--- config.mk ---
export PLATFORM = sky130hd
export DESIGN_NAME = dtrig_top
export DESIGN_NICKNAME = d
export VERILOG_FILES = /design/src/rtl/dtrig_pkg.sv /design/src/rtl/dtrig_cfg_bank.sv /design/src/rtl/dtrig_match_unit.sv /design/src/rtl/dtrig_pair_combine.sv /design/src/rtl/dtrig_top.sv
export SDC_FILE = /design/constraint.sdc
export NUM_CORES = 1
export LEC_CHECK = 0
export BUFFER_PORTS_ARGS = -buffer_cell sky130_fd_sc_hd__buf_2
export CORE_ASPECT_RATIO = 1.4
export CORE_MARGIN = 4
export CORE_UTILIZATION = 57
export CTS_BUF_LIST = sky130_fd_sc_hd__clkbuf_4
export CTS_CLUSTER_SIZE = 10
export DETAILED_ROUTE_END_ITERATION = 8
export PLACE_DENSITY = 0.79
export SLEW_MARGIN = 20
export SYNTH_ARGS = -nofsm -noshare
export SYNTH_HDL_FRONTEND = slang
export SYNTH_SLANG_ARGS = --single-unit
--- constraint.sdc ---
create_clock -name clk -period 7.8 [get_ports clk]
set_input_delay 1.56 -clock clk [delete_from_list [all_inputs] [get_ports clk]]
set_output_delay 1.56 -clock clk [all_outputs]
set_load 0.005 [all_outputs]
--- src/rtl/dtrig_pkg.sv ---
// Package: shared types and the fixed pair layout of the debug trigger combiner.
// Assumes exactly five pairs of two triggers; the event kinds per pair are fixed.
package dtrig_pkg;

    localparam int NUM_GROUPS = 5;
    localparam int NUM_TRIG   = 2 * NUM_GROUPS;
    localparam int TRIG_IDX_W = $clog2(NUM_TRIG);

    // Comparison kinds held in the 2-bit match type field
    localparam logic [1:0] MT_EQ = 2'd0;
    localparam logic [1:0] MT_GE = 2'd1;
    localparam logic [1:0] MT_LT = 2'd2;

    typedef enum logic [1:0] {
        EV_FETCH = 2'd0,
        EV_STORE = 2'd1,
        EV_LOAD  = 2'd2
    } ev_kind_e;

    // Per-trigger control bits (the pair chain bit is kept per pair)
    typedef struct packed {
        logic       enable;
        logic [1:0] mtype;
        logic       sel_data;
        logic       after;
    } trig_ctl_t;

    // Event kind watched by trigger number idx
    function automatic ev_kind_e kind_of(input int idx);
        case (idx)
            0, 1, 6, 8: kind_of = EV_FETCH;
            2, 3, 7:    kind_of = EV_STORE;
            default:    kind_of = EV_LOAD;
        endcase
    endfunction

    // The store/store pair may not be chained
    function automatic logic chain_allowed(input int grp);
        chain_allowed = (grp != 1);
    endfunction

endpackage

--- src/rtl/dtrig_cfg_bank.sv ---
// Module: register bank holding the settings of all triggers and the pair chain bits.
// Assumes one whole-trigger write per cycle; out-of-range indices write nothing.
// Reset clears enables and chain bits only; other fields keep their contents.
module dtrig_cfg_bank
    import dtrig_pkg::*;
#(
    parameter int VAL_W = 64
) (
    input  logic                             clk,
    input  logic                             rst_n,
    input  logic                             wr_en,
    input  logic [TRIG_IDX_W-1:0]            wr_idx,
    input  trig_ctl_t                        wr_ctl,
    input  logic                             wr_chain,
    input  logic [VAL_W-1:0]                 wr_val,
    output trig_ctl_t [NUM_TRIG-1:0]         ctl_q,
    output logic [NUM_TRIG-1:0][VAL_W-1:0]   val_q,
    output logic [NUM_GROUPS-1:0]            chain_q
);

    for (genvar t = 0; t < NUM_TRIG; t++) begin : g_trig
        trig_ctl_t         ctl_r;
        logic [VAL_W-1:0]  val_r;
        logic              sel;

        assign sel = wr_en && (wr_idx == TRIG_IDX_W'(t));

        // Store one trigger's setting; reset disables it
        always_ff @(posedge clk) begin
            if (!rst_n) begin
                ctl_r.enable <= 1'b0;
            end else if (sel) begin
                ctl_r <= wr_ctl;
                val_r <= wr_val;
            end
        end

        assign ctl_q[t] = ctl_r;
        assign val_q[t] = val_r;
    end

    for (genvar g = 0; g < NUM_GROUPS; g++) begin : g_chain
        if (chain_allowed(g)) begin : g_reg
            logic chain_r;

            // Chain bit of a pair, taken from writes to its even trigger
            always_ff @(posedge clk) begin
                if (!rst_n) begin
                    chain_r <= 1'b0;
                end else if (wr_en && (wr_idx == TRIG_IDX_W'(2 * g))) begin
                    chain_r <= wr_chain;
                end
            end

            assign chain_q[g] = chain_r;
        end else begin : g_tied
            assign chain_q[g] = 1'b0;
        end
    end

endmodule

--- src/rtl/dtrig_match_unit.sv ---
// Module: compares one event address with one trigger's value.
// Assumes unsigned addresses; the select bit (data compare) is unsupported and never matches.
module dtrig_match_unit
    import dtrig_pkg::*;
#(
    parameter int VAL_W = 64
) (
    input  logic             ev_vld,
    input  logic [VAL_W-1:0] ev_addr,
    input  trig_ctl_t        ctl,
    input  logic [VAL_W-1:0] cmp_val,
    output logic             match
);

    logic rel;

    // Evaluate the selected relation and qualify it
    always_comb begin
        case (ctl.mtype)
            MT_EQ:   rel = (ev_addr == cmp_val);
            MT_GE:   rel = (ev_addr >= cmp_val);
            MT_LT:   rel = (ev_addr <  cmp_val);
            default: rel = 1'b0;
        endcase
        match = ev_vld && ctl.enable && !ctl.sel_data && rel;
    end

endmodule

--- src/rtl/dtrig_pair_combine.sv ---
// Module: merges the two match results of one trigger pair.
// Assumes the chain bit has already been suppressed for pairs that may not chain.
module dtrig_pair_combine (
    input  logic       m_lo,
    input  logic       m_hi,
    input  logic       after_lo,
    input  logic       after_hi,
    input  logic       chained,
    output logic [1:0] hit
);

    logic both;

    // Chained pairs need both matches with agreeing timing
    always_comb begin
        both = m_lo && m_hi && (after_lo == after_hi);
        if (chained) begin
            hit = {both, both};
        end else begin
            hit = {m_hi, m_lo};
        end
    end

endmodule

--- src/rtl/dtrig_top.sv ---
// Module: debug trigger hit combiner top. Routes each event kind to its triggers,
// combines pairs, prioritises timing and registers the trap request.
// Assumes at most one fetch, one load and one store event per cycle.
module dtrig_top
    import dtrig_pkg::*;
#(
    parameter int VAL_W = 64
) (
    input  logic                  clk,
    input  logic                  rst_n,
    input  logic                  cfg_we,
    input  logic [TRIG_IDX_W-1:0] cfg_idx,
    input  logic                  cfg_enable,
    input  logic [1:0]            cfg_mtype,
    input  logic                  cfg_select,
    input  logic                  cfg_after,
    input  logic                  cfg_chain,
    input  logic [VAL_W-1:0]      cfg_value,
    input  logic                  fetch_vld,
    input  logic [VAL_W-1:0]      fetch_pc,
    input  logic                  load_vld,
    input  logic [VAL_W-1:0]      load_addr,
    input  logic                  store_vld,
    input  logic [VAL_W-1:0]      store_addr,
    output logic                  trap_fire,
    output logic                  trap_after,
    output logic [NUM_TRIG-1:0]   trap_hits
);

    trig_ctl_t                       wr_ctl;
    trig_ctl_t [NUM_TRIG-1:0]        ctl;
    logic [NUM_TRIG-1:0][VAL_W-1:0]  cmp;
    logic [NUM_GROUPS-1:0]           chained;
    logic [NUM_TRIG-1:0]             raw;
    logic [NUM_TRIG-1:0]             after_vec;
    logic [NUM_TRIG-1:0]             hit_d;
    logic                            fire_d;
    logic                            now_d;
    logic                            after_d;

    assign wr_ctl = '{enable: cfg_enable, mtype: cfg_mtype,
                      sel_data: cfg_select, after: cfg_after};

    dtrig_cfg_bank #(.VAL_W(VAL_W)) u_bank (
        .clk      (clk),
        .rst_n    (rst_n),
        .wr_en    (cfg_we),
        .wr_idx   (cfg_idx),
        .wr_ctl   (wr_ctl),
        .wr_chain (cfg_chain),
        .wr_val   (cfg_value),
        .ctl_q    (ctl),
        .val_q    (cmp),
        .chain_q  (chained)
    );

    for (genvar t = 0; t < NUM_TRIG; t++) begin : g_match
        localparam ev_kind_e KIND = kind_of(t);
        logic             ev_v;
        logic [VAL_W-1:0] ev_a;

        if (KIND == EV_FETCH) begin : g_fetch
            assign ev_v = fetch_vld;
            assign ev_a = fetch_pc;
        end else if (KIND == EV_STORE) begin : g_store
            assign ev_v = store_vld;
            assign ev_a = store_addr;
        end else begin : g_load
            assign ev_v = load_vld;
            assign ev_a = load_addr;
        end

        dtrig_match_unit #(.VAL_W(VAL_W)) u_cmp (
            .ev_vld  (ev_v),
            .ev_addr (ev_a),
            .ctl     (ctl[t]),
            .cmp_val (cmp[t]),
            .match   (raw[t])
        );

        assign after_vec[t] = ctl[t].after;
    end

    for (genvar g = 0; g < NUM_GROUPS; g++) begin : g_pair
        dtrig_pair_combine u_pair (
            .m_lo     (raw[2*g]),
            .m_hi     (raw[2*g+1]),
            .after_lo (after_vec[2*g]),
            .after_hi (after_vec[2*g+1]),
            .chained  (chained[g]),
            .hit      (hit_d[2*g+1:2*g])
        );
    end

    // Current-instruction requests take priority over after-instruction ones
    always_comb begin
        fire_d  = |hit_d;
        now_d   = |(hit_d & ~after_vec);
        after_d = fire_d && !now_d;
    end

    // Register the trap request
    always_ff @(posedge clk) begin
        if (!rst_n) begin
            trap_fire  <= 1'b0;
            trap_after <= 1'b0;
            trap_hits  <= '0;
        end else begin
            trap_fire  <= fire_d;
            trap_after <= after_d;
            trap_hits  <= hit_d;
        end
    end

endmodule

### Word level (Yosys, flattened, before mapping)

Index checks and enable logic that the tools add are counted.

| storage, ports and cells | value |
|---|---|
| flip-flop bits (word level) | 706 |
| latch bits | 0 |
| RAM bits | 0 |
| memory bits (read-only) | 0 |
| output and inout bits | 12 |
| word-level logic and storage cells | 219 |
| memories | 0 |

| operators by class | value |
|---|---|
| $add $sub $neg | 0 |
| $mul | 0 |
| div/mod/pow operators | 0 |
| $lt $le $gt $ge | 20 |
| equality and inequality tests | 43 |
| shift-type cells | 0 |
| multiplexer cells | 14 |
| bitwise operators | 2 |
| reduce and logical (&&, ||, !) cells | 83 |

Operators with widths:

| kind | number |
|---|---|
| 64-bit == test | 10 |
| 64-bit greater-or-equal comparator | 10 |
| 64-bit < comparator | 10 |
| 1-bit logical AND | 49 |
| 1-bit one-hot mux with 3 select lines | 10 |
| 2-bit by 1-bit == test with 1-bit output (second input constant) | 10 |
| 2-bit == test (second input constant) | 10 |
| 2-bit zero test | 10 |
| 2-bit AND reduction | 10 |
| 10-bit OR reduction | 2 |
| 4-bit by 3-bit == test with 1-bit output (second input constant) | 4 |
| 1-bit zero test | 11 |
| 10-bit bitwise AND | 1 |
| 10-bit inverter | 1 |
| 4-bit by 2-bit == test with 1-bit output (second input constant) | 2 |
| 4-bit == test (second input constant) | 2 |
| 2-bit two-way mux | 4 |
| 1-bit == test | 4 |
| 4-bit by 1-bit == test with 1-bit output (second input constant) | 1 |
| 4-bit zero test | 1 |

### Depth between registers and ports, before layout

| logic depth | value |
|---|---|
| depth after elaboration | 10 |
| gate-level depth with buffers | 13 |
| mapped depth without buffers | 13 |

### Modules after synthesis

A second synthesis with hierarchy kept.

| second synthesis, totals | value |
|---|---|
| cell total of the unflattened synthesis | 3204 |
| area, all modules | 38649.6 µm² |

Modules (own cells, without submodules):

| module | times used | cells an instance | area each (µm²) |
|---|---|---|---|
| dtrig_cfg_bank | 1 | 761 | 21106.5 |
| dtrig_match_unit at g_match[0].u_cmp ... | 9 | 237 | 1690.4 |
| dtrig_match_unit at g_match[8].u_cmp | 1 | 238 | 1694.1 |
| dtrig_top | 1 | 42 | 473.0 |
| dtrig_pair_combine | 5 | 6 | 32.5 |

### Worst setup path after synthesis

Ideal clock, no wire load.

| timing | value |
|---|---|
| path type | input to register |
| from | input port cfg_idx[2] |
| to | register u_bank.g_trig[2].ctl_r (netlist bit u_bank.ctl_q[10]), enable pin |
| library setup time | 0.578 ns |
| data arrival time | 6.794 ns |
| path slack | 0.428 ns |
| cell stages on the path | 3 |
| buffers on the path | 1 |
| path through | or3b_2 > clkbuf_1 > nor3_1 |

| on the way | value |
|---|---|
| longest elaborated chain between the ends | 3 |

Ends and longest elaborated chain:

| element | line | text |
|---|---|---|
| start, declared | dtrig_top.sv:12 | `input logic [TRIG_IDX_W-1:0] cfg_idx,` |
| 4-bit by 2-bit == test with 1-bit output | dtrig_cfg_bank.sv:26 | `assign sel = wr_en && (wr_idx == TRIG_IDX_W'(t));` |
| 1-bit logical AND | dtrig_cfg_bank.sv:26 |  |
| 2-bit AND reduction (no line) | n/a |  |
| end signal, assigned | dtrig_cfg_bank.sv:33 | `ctl_r <= wr_ctl;` |
| end, declared | dtrig_cfg_bank.sv:22 | `trig_ctl_t ctl_r;` |

No other way between the ends.
A chain may end at the register's enable or synchronous reset.

### Worst setup path after layout

| timing | value |
|---|---|
| from | input port load_addr[59] |
| to | register trap_after |

| on the way | value |
|---|---|
| longest elaborated chain between the ends | 10 |
| elaborated cells between the ends (all ways) | 26 |

Ends and longest elaborated chain:

| element | line | text |
|---|---|---|
| start, declared | dtrig_top.sv:22 | `input logic [VAL_W-1:0] load_addr,` |
| 64-bit < comparator (tied with other cells) | dtrig_match_unit.sv:22 | `MT_LT: rel = (ev_addr < cmp_val);` |
| 1-bit one-hot mux with 3 select lines | dtrig_match_unit.sv:19 | `case (ctl.mtype)` |
| 1-bit logical AND | dtrig_match_unit.sv:25 | `match = ev_vld && ctl.enable && !ctl.sel_data && rel;` |
| 1-bit logical AND (2 in series) | dtrig_pair_combine.sv:16 | `both = m_lo && m_hi && (after_lo == after_hi);` |
| 2-bit two-way mux | dtrig_pair_combine.sv:17 | `if (chained) begin` |
| 10-bit bitwise AND | dtrig_top.sv:98 | `now_d = \|(hit_d & ~after_vec);` |
| 10-bit OR reduction | dtrig_top.sv:98 |  |
| 1-bit zero test | dtrig_top.sv:99 | `after_d = fire_d && !now_d;` |
| 1-bit logical AND * | dtrig_top.sv:99 |  |
| end signal, assigned | dtrig_top.sv:110 | `trap_after <= after_d;` |
| end, declared | dtrig_top.sv:26 | `output logic trap_after,` |

Every way passes the cells marked *; elsewhere a longest branch is shown, timed or not.

==> metrics.txt <==
# TYPE chip_impl_metric gauge
chip_impl_info{name="outcome",value="complete, no violations"} 1
chip_impl_metric{name="vdd_ir_drop_max",unit="V"} 0.000133
chip_impl_info{name="synthMostInstantiatedCell",value="sky130_fd_sc_hd__edfxtp_1"} 1
chip_impl_info{name="cts_tree",value="done"} 1
chip_impl_metric{name="timing.slew.headroom",unit=""} 0.252
chip_impl_info{name="timing.critical_path.to_type",value="flop"} 1
chip_impl_info{name="global_route_hottest_layer",value="met2"} 1
chip_impl_metric{name="insertion_delay",unit="ns"} 1.04
chip_impl_metric{name="ctsHtreeMaxLevel",unit=""} 4
chip_impl_metric{name="grt_usage",unit=""} 0.285
chip_impl_metric{name="vias_per_cell",unit=""} 5.70
chip_impl_metric{name="clkPwrFrac",unit=""} 0.387
chip_impl_metric{name="endpoints_failing_setup",unit=""} 0
chip_impl_metric{name="postPlaceCellArea",unit="um2"} 40800
chip_impl_metric{name="max_freq",unit="MHz"} 211
chip_impl_info{name="post_synth_most_frequent_cells",value="sky130_fd_sc_hd__edfxtp_1, sky130_fd_sc_hd__inv_1, sky130_fd_sc_hd__ha_1"} 1
chip_impl_metric{name="cts.sink_count",unit=""} 706
chip_impl_metric{name="synth.avg_cell_area",unit="um2"} 12.0
chip_impl_info{name="crit_path_start_kind",value="input pin"} 1
chip_impl_metric{name="placeableCoreArea",unit="um2"} 65800
chip_impl_metric{name="yosysWarnings",unit=""} 0
chip_impl_metric{name="grt_pass1_wl",unit="mm"} 151
chip_impl_metric{name="maxCapViolCount",unit=""} 0
chip_impl_metric{name="post_cts_hold_buffer_count",unit=""} 0
chip_impl_metric{name="global_route.usage.met2",unit=""} 0.510
chip_impl_metric{name="row_count",unit=""} 111
chip_impl_info{name="main_synth_ff_type",value="sky130_fd_sc_hd__edfxtp_1"} 1
chip_impl_metric{name="initial_antenna_violation_count",unit=""} 40
chip_impl_metric{name="detail_route.wirelength",unit="mm"} 101
chip_impl_metric{name="crit_path_max_fanout",unit=""} 5
chip_impl_metric{name="final-hold-violation-count",unit=""} 0
chip_impl_metric{name="cellLeakagePower",unit="nW"} 19.5
chip_impl_metric{name="pwr-share-comb",unit=""} 0.084
chip_impl_metric{name="internal-power",unit="mW"} 6.05
chip_impl_info{name="ys_top_cells_by_area",value="sky130_fd_sc_hd__edfxtp_1, sky130_fd_sc_hd__ha_1, sky130_fd_sc_hd__inv_1, sky130_fd_sc_hd__a21oi_1, sky130_fd_sc_hd__nand4_1"} 1
chip_impl_metric{name="arrival",unit="ns"} 5.64
chip_impl_metric{name="port_buffer_count",unit=""} 283
chip_impl_metric{name="final_period_minus_worst_setup_slack",unit="ns"} 4.74
chip_impl_metric{name="p_per_area",unit="nW/um2"} 185
chip_impl_metric{name="drt-pass1-iter-count",unit=""} 5
chip_impl_metric{name="pin_count_of_the_biggest_net_entering_global_routing",unit=""} 69
chip_impl_metric{name="final_nets",unit=""} 4568
chip_impl_metric{name="seq_area_frac_synth",unit=""} 0.550
chip_impl_metric{name="seq_power_share",unit=""} 0.529
chip_impl_metric{name="die-area",unit="um2"} 71000
chip_impl_metric{name="switchingPower",unit="mW"} 1.91
chip_impl_metric{name="timing_max_transition_violations_final",unit=""} 0
chip_impl_metric{name="synthDominantCellAreaShare",unit=""} 0.536
chip_impl_metric{name="finalWeightedCongestion",unit=""} 0.935
chip_impl_metric{name="die_h",unit="um"} 314
chip_impl_metric{name="post-route-period-util",unit=""} 0.608
chip_impl_metric{name="ant_nets",unit=""} 0
chip_impl_metric{name="post_synth_inst_count",unit=""} 3185
chip_impl_info{name="setup.worst_path.class",value="in -> reg"} 1
chip_impl_info{name="synth.largest_area_cell",value="sky130_fd_sc_hd__edfxtp_1"} 1
chip_impl_metric{name="post_route_cells_drive_above_1_share",unit=""} 0.160
chip_impl_metric{name="clock_tree.buffer_depth",unit=""} 3
chip_impl_metric{name="cts_made_buffers",unit=""} 170
chip_impl_metric{name="place_hpwl",unit="mm"} 77.5
chip_impl_metric{name="start_util",unit=""} 0.578
chip_impl_metric{name="average_wire_length_per_cell_after_detail_routing",unit="um"} 21.7
chip_impl_metric{name="detailroute.via_count",unit=""} 26600
chip_impl_metric{name="worst_path_clk_slew",unit="ns"} 0.07
chip_impl_metric{name="cts_resized",unit=""} 0
chip_impl_metric{name="grt.met3_usage",unit=""} 0.0626
chip_impl_metric{name="synth_edf_count",unit=""} 680
chip_impl_metric{name="fp.dieW",unit="um"} 226
chip_impl_metric{name="switching_part_of_the_total_power",unit=""} 0.240
chip_impl_metric{name="final.setup_skew",unit="ns"} 0.0509
chip_impl_metric{name="first_global_vias",unit=""} 27500
chip_impl_metric{name="detail_route.drc_violations",unit=""} 0
chip_impl_metric{name="required_time_of_the_worst_setup_path",unit="ns"} 8.70
chip_impl_metric{name="design_area",unit="um2"} 43100
chip_impl_metric{name="synthesis.nets",unit=""} 4097
chip_impl_metric{name="drt_iter0_drc",unit=""} 1770
chip_impl_metric{name="timing_worst_slew_pin_value",unit="ns"} 1.12
chip_impl_metric{name="syn2layout_area_growth",unit="%"} 13.2
chip_impl_info{name="rsz0062_at_grt",value="false"} 1
chip_impl_metric{name="post_synth_num_cell_types",unit=""} 70
chip_impl_metric{name="ys_seq_elements",unit=""} 706
chip_impl_metric{name="asyncSetResetFlopFracSynth",unit=""} 0
chip_impl_info{name="hold_path.class",value="reg -> reg"} 1
chip_impl_metric{name="setup-tns-final",unit="ns"} 0
chip_impl_metric{name="groute.layer.met1.usage",unit=""} 0.303
chip_impl_metric{name="postCtsSetupRepairBufs",unit=""} 0
chip_impl_metric{name="num_io_pins",unit=""} 284
chip_impl_info{name="clock_tree.root_cell",value="sky130_fd_sc_hd__clkbuf_4"} 1
chip_impl_metric{name="post_synth_instance_area",unit="um2"} 38100
chip_impl_metric{name="global_route.overflow_total",unit=""} 0
placed cells by master (no fill, tap or decap), drive strengths merged, types with 25 or more instances in the layout:
cell type	instances
buf	304
ha	640
inv	666
nor2	96
nor3	26
dfxtp	26
a21oi	272
a21o	42
edfxtp	680
clkbuf	243
nand4	113
nand3	69
diode	32
a221oi	25
o21ai	92
nor4	27
clkinv	44
nand2	178
sequential cells by signal (all words and copies together), names as in the netlist:
register / flops
trap_hits: 10
trap_fire: 1
u_bank.g_trig.val_r: 640
u_bank.g_chain.g_reg.chain_r: 4
u_bank.ctl_q: 50
trap_after: 1
path summary, 6_finish.rpt:
kind,slack [ns],depth (start not counted),startpoint,to
setup reg to reg,3.41,13,u_bank.g_trig[9].val_r[55]$_DFFE_PP_,trap_after$_SDFF_PN0_
setup / recovery,3.06,13,load_addr[59],trap_after$_SDFF_PN0_
hold reg to reg,0.49,2,u_bank.ctl_q[29]$_SDFFE_PN0P_,u_bank.ctl_q[29]$_SDFFE_PN0P_
hold / removal,0.49,2,u_bank.ctl_q[29]$_SDFFE_PN0P_,u_bank.ctl_q[29]$_SDFFE_PN0P_
stage by stage:
step	power [mW]	setup slack, ns	std cells	hold WS, ns	utilization
2_1_floorplan	4.62	0.428	3185	0.454	-
5_1_grt	8.33	2.97	4646	0.513	0.654
6_report	7.95	3.06	4661	0.488	0.655
4_1_cts	8.03	3.11	4628	0.484	0.653
3_3_place_gp	4.93	1.52	4327	0.464	0.619
3_5_place_dp	4.96	2.02	4330	0.472	0.619
kinds of logic (layout without fill, tap and decap cells):
family                     after synthesis  in the layout  synth area share
DFF                                    706            706             0.550
buffers and inverters                  668           1265            0.0659
adders and majority gates              640            640             0.210
and+or+nand+nor                        612            612            0.0839
AOI/OAI and AO/OA                      543            543            0.0858
muxes                                   12             12           0.00316
xor gates and xnor gates                 4              4          0.000920
other                                    0             32                 0
power by group through the flow:
stage / registers [mW] / clock network, mW / logic [mW]
2_1_floorplan: 4.29 / 0 / 0.330
3_3_place_gp: 4.29 / 0 / 0.643
6_report: 4.21 / 3.07 / 0.672
3_5_place_dp: 4.29 / 0 / 0.667
5_1_grt: 4.21 / 3.36 / 0.755
4_1_cts: 4.21 / 3.15 / 0.673
metal layers:
metal | up-vias | wire (um)
met2 | 929 | 51900
met3 | 291 | 7150
li1 | 12700 | -
met4 | 16 | 6640
met1 | 12700 | 35200
met5 | - | 95
worst max-delay path, stage by stage:
cell,delay (ns)
sky130_fd_sc_hd__buf_2,0.12
sky130_fd_sc_hd__ha_1,0.31
sky130_fd_sc_hd__nand4_1,0.23
sky130_fd_sc_hd__nor4_1,0.96
sky130_fd_sc_hd__nand3_1,0.33
sky130_fd_sc_hd__or3_1,0.39
sky130_fd_sc_hd__o21ai_0,0.21
sky130_fd_sc_hd__o311ai_0,0.18
sky130_fd_sc_hd__a31oi_1,0.52
sky130_fd_sc_hd__o21ba_2,0.24
sky130_fd_sc_hd__a311oi_1,0.05
sky130_fd_sc_hd__and4b_4,0.27
sky130_fd_sc_hd__nor4bb_2,0.26
final cells by class:
| class | count | area, um2 |
|---|---|---|
| diodes | 32 | 80.1 |
| clock buffers | 243 | 1820 |
| clock inverters | 55 | 384 |
| fillers | 5103 | 22700 |
| inverters | 663 | 2490 |
| multi-input cells | 1811 | 14700 |
| flip-flops and latches | 706 | 20900 |
| well taps | 847 | 1060 |
| repair buffers | 304 | 1580 |
No activity file was read; power rests on OpenSTA's default activity.
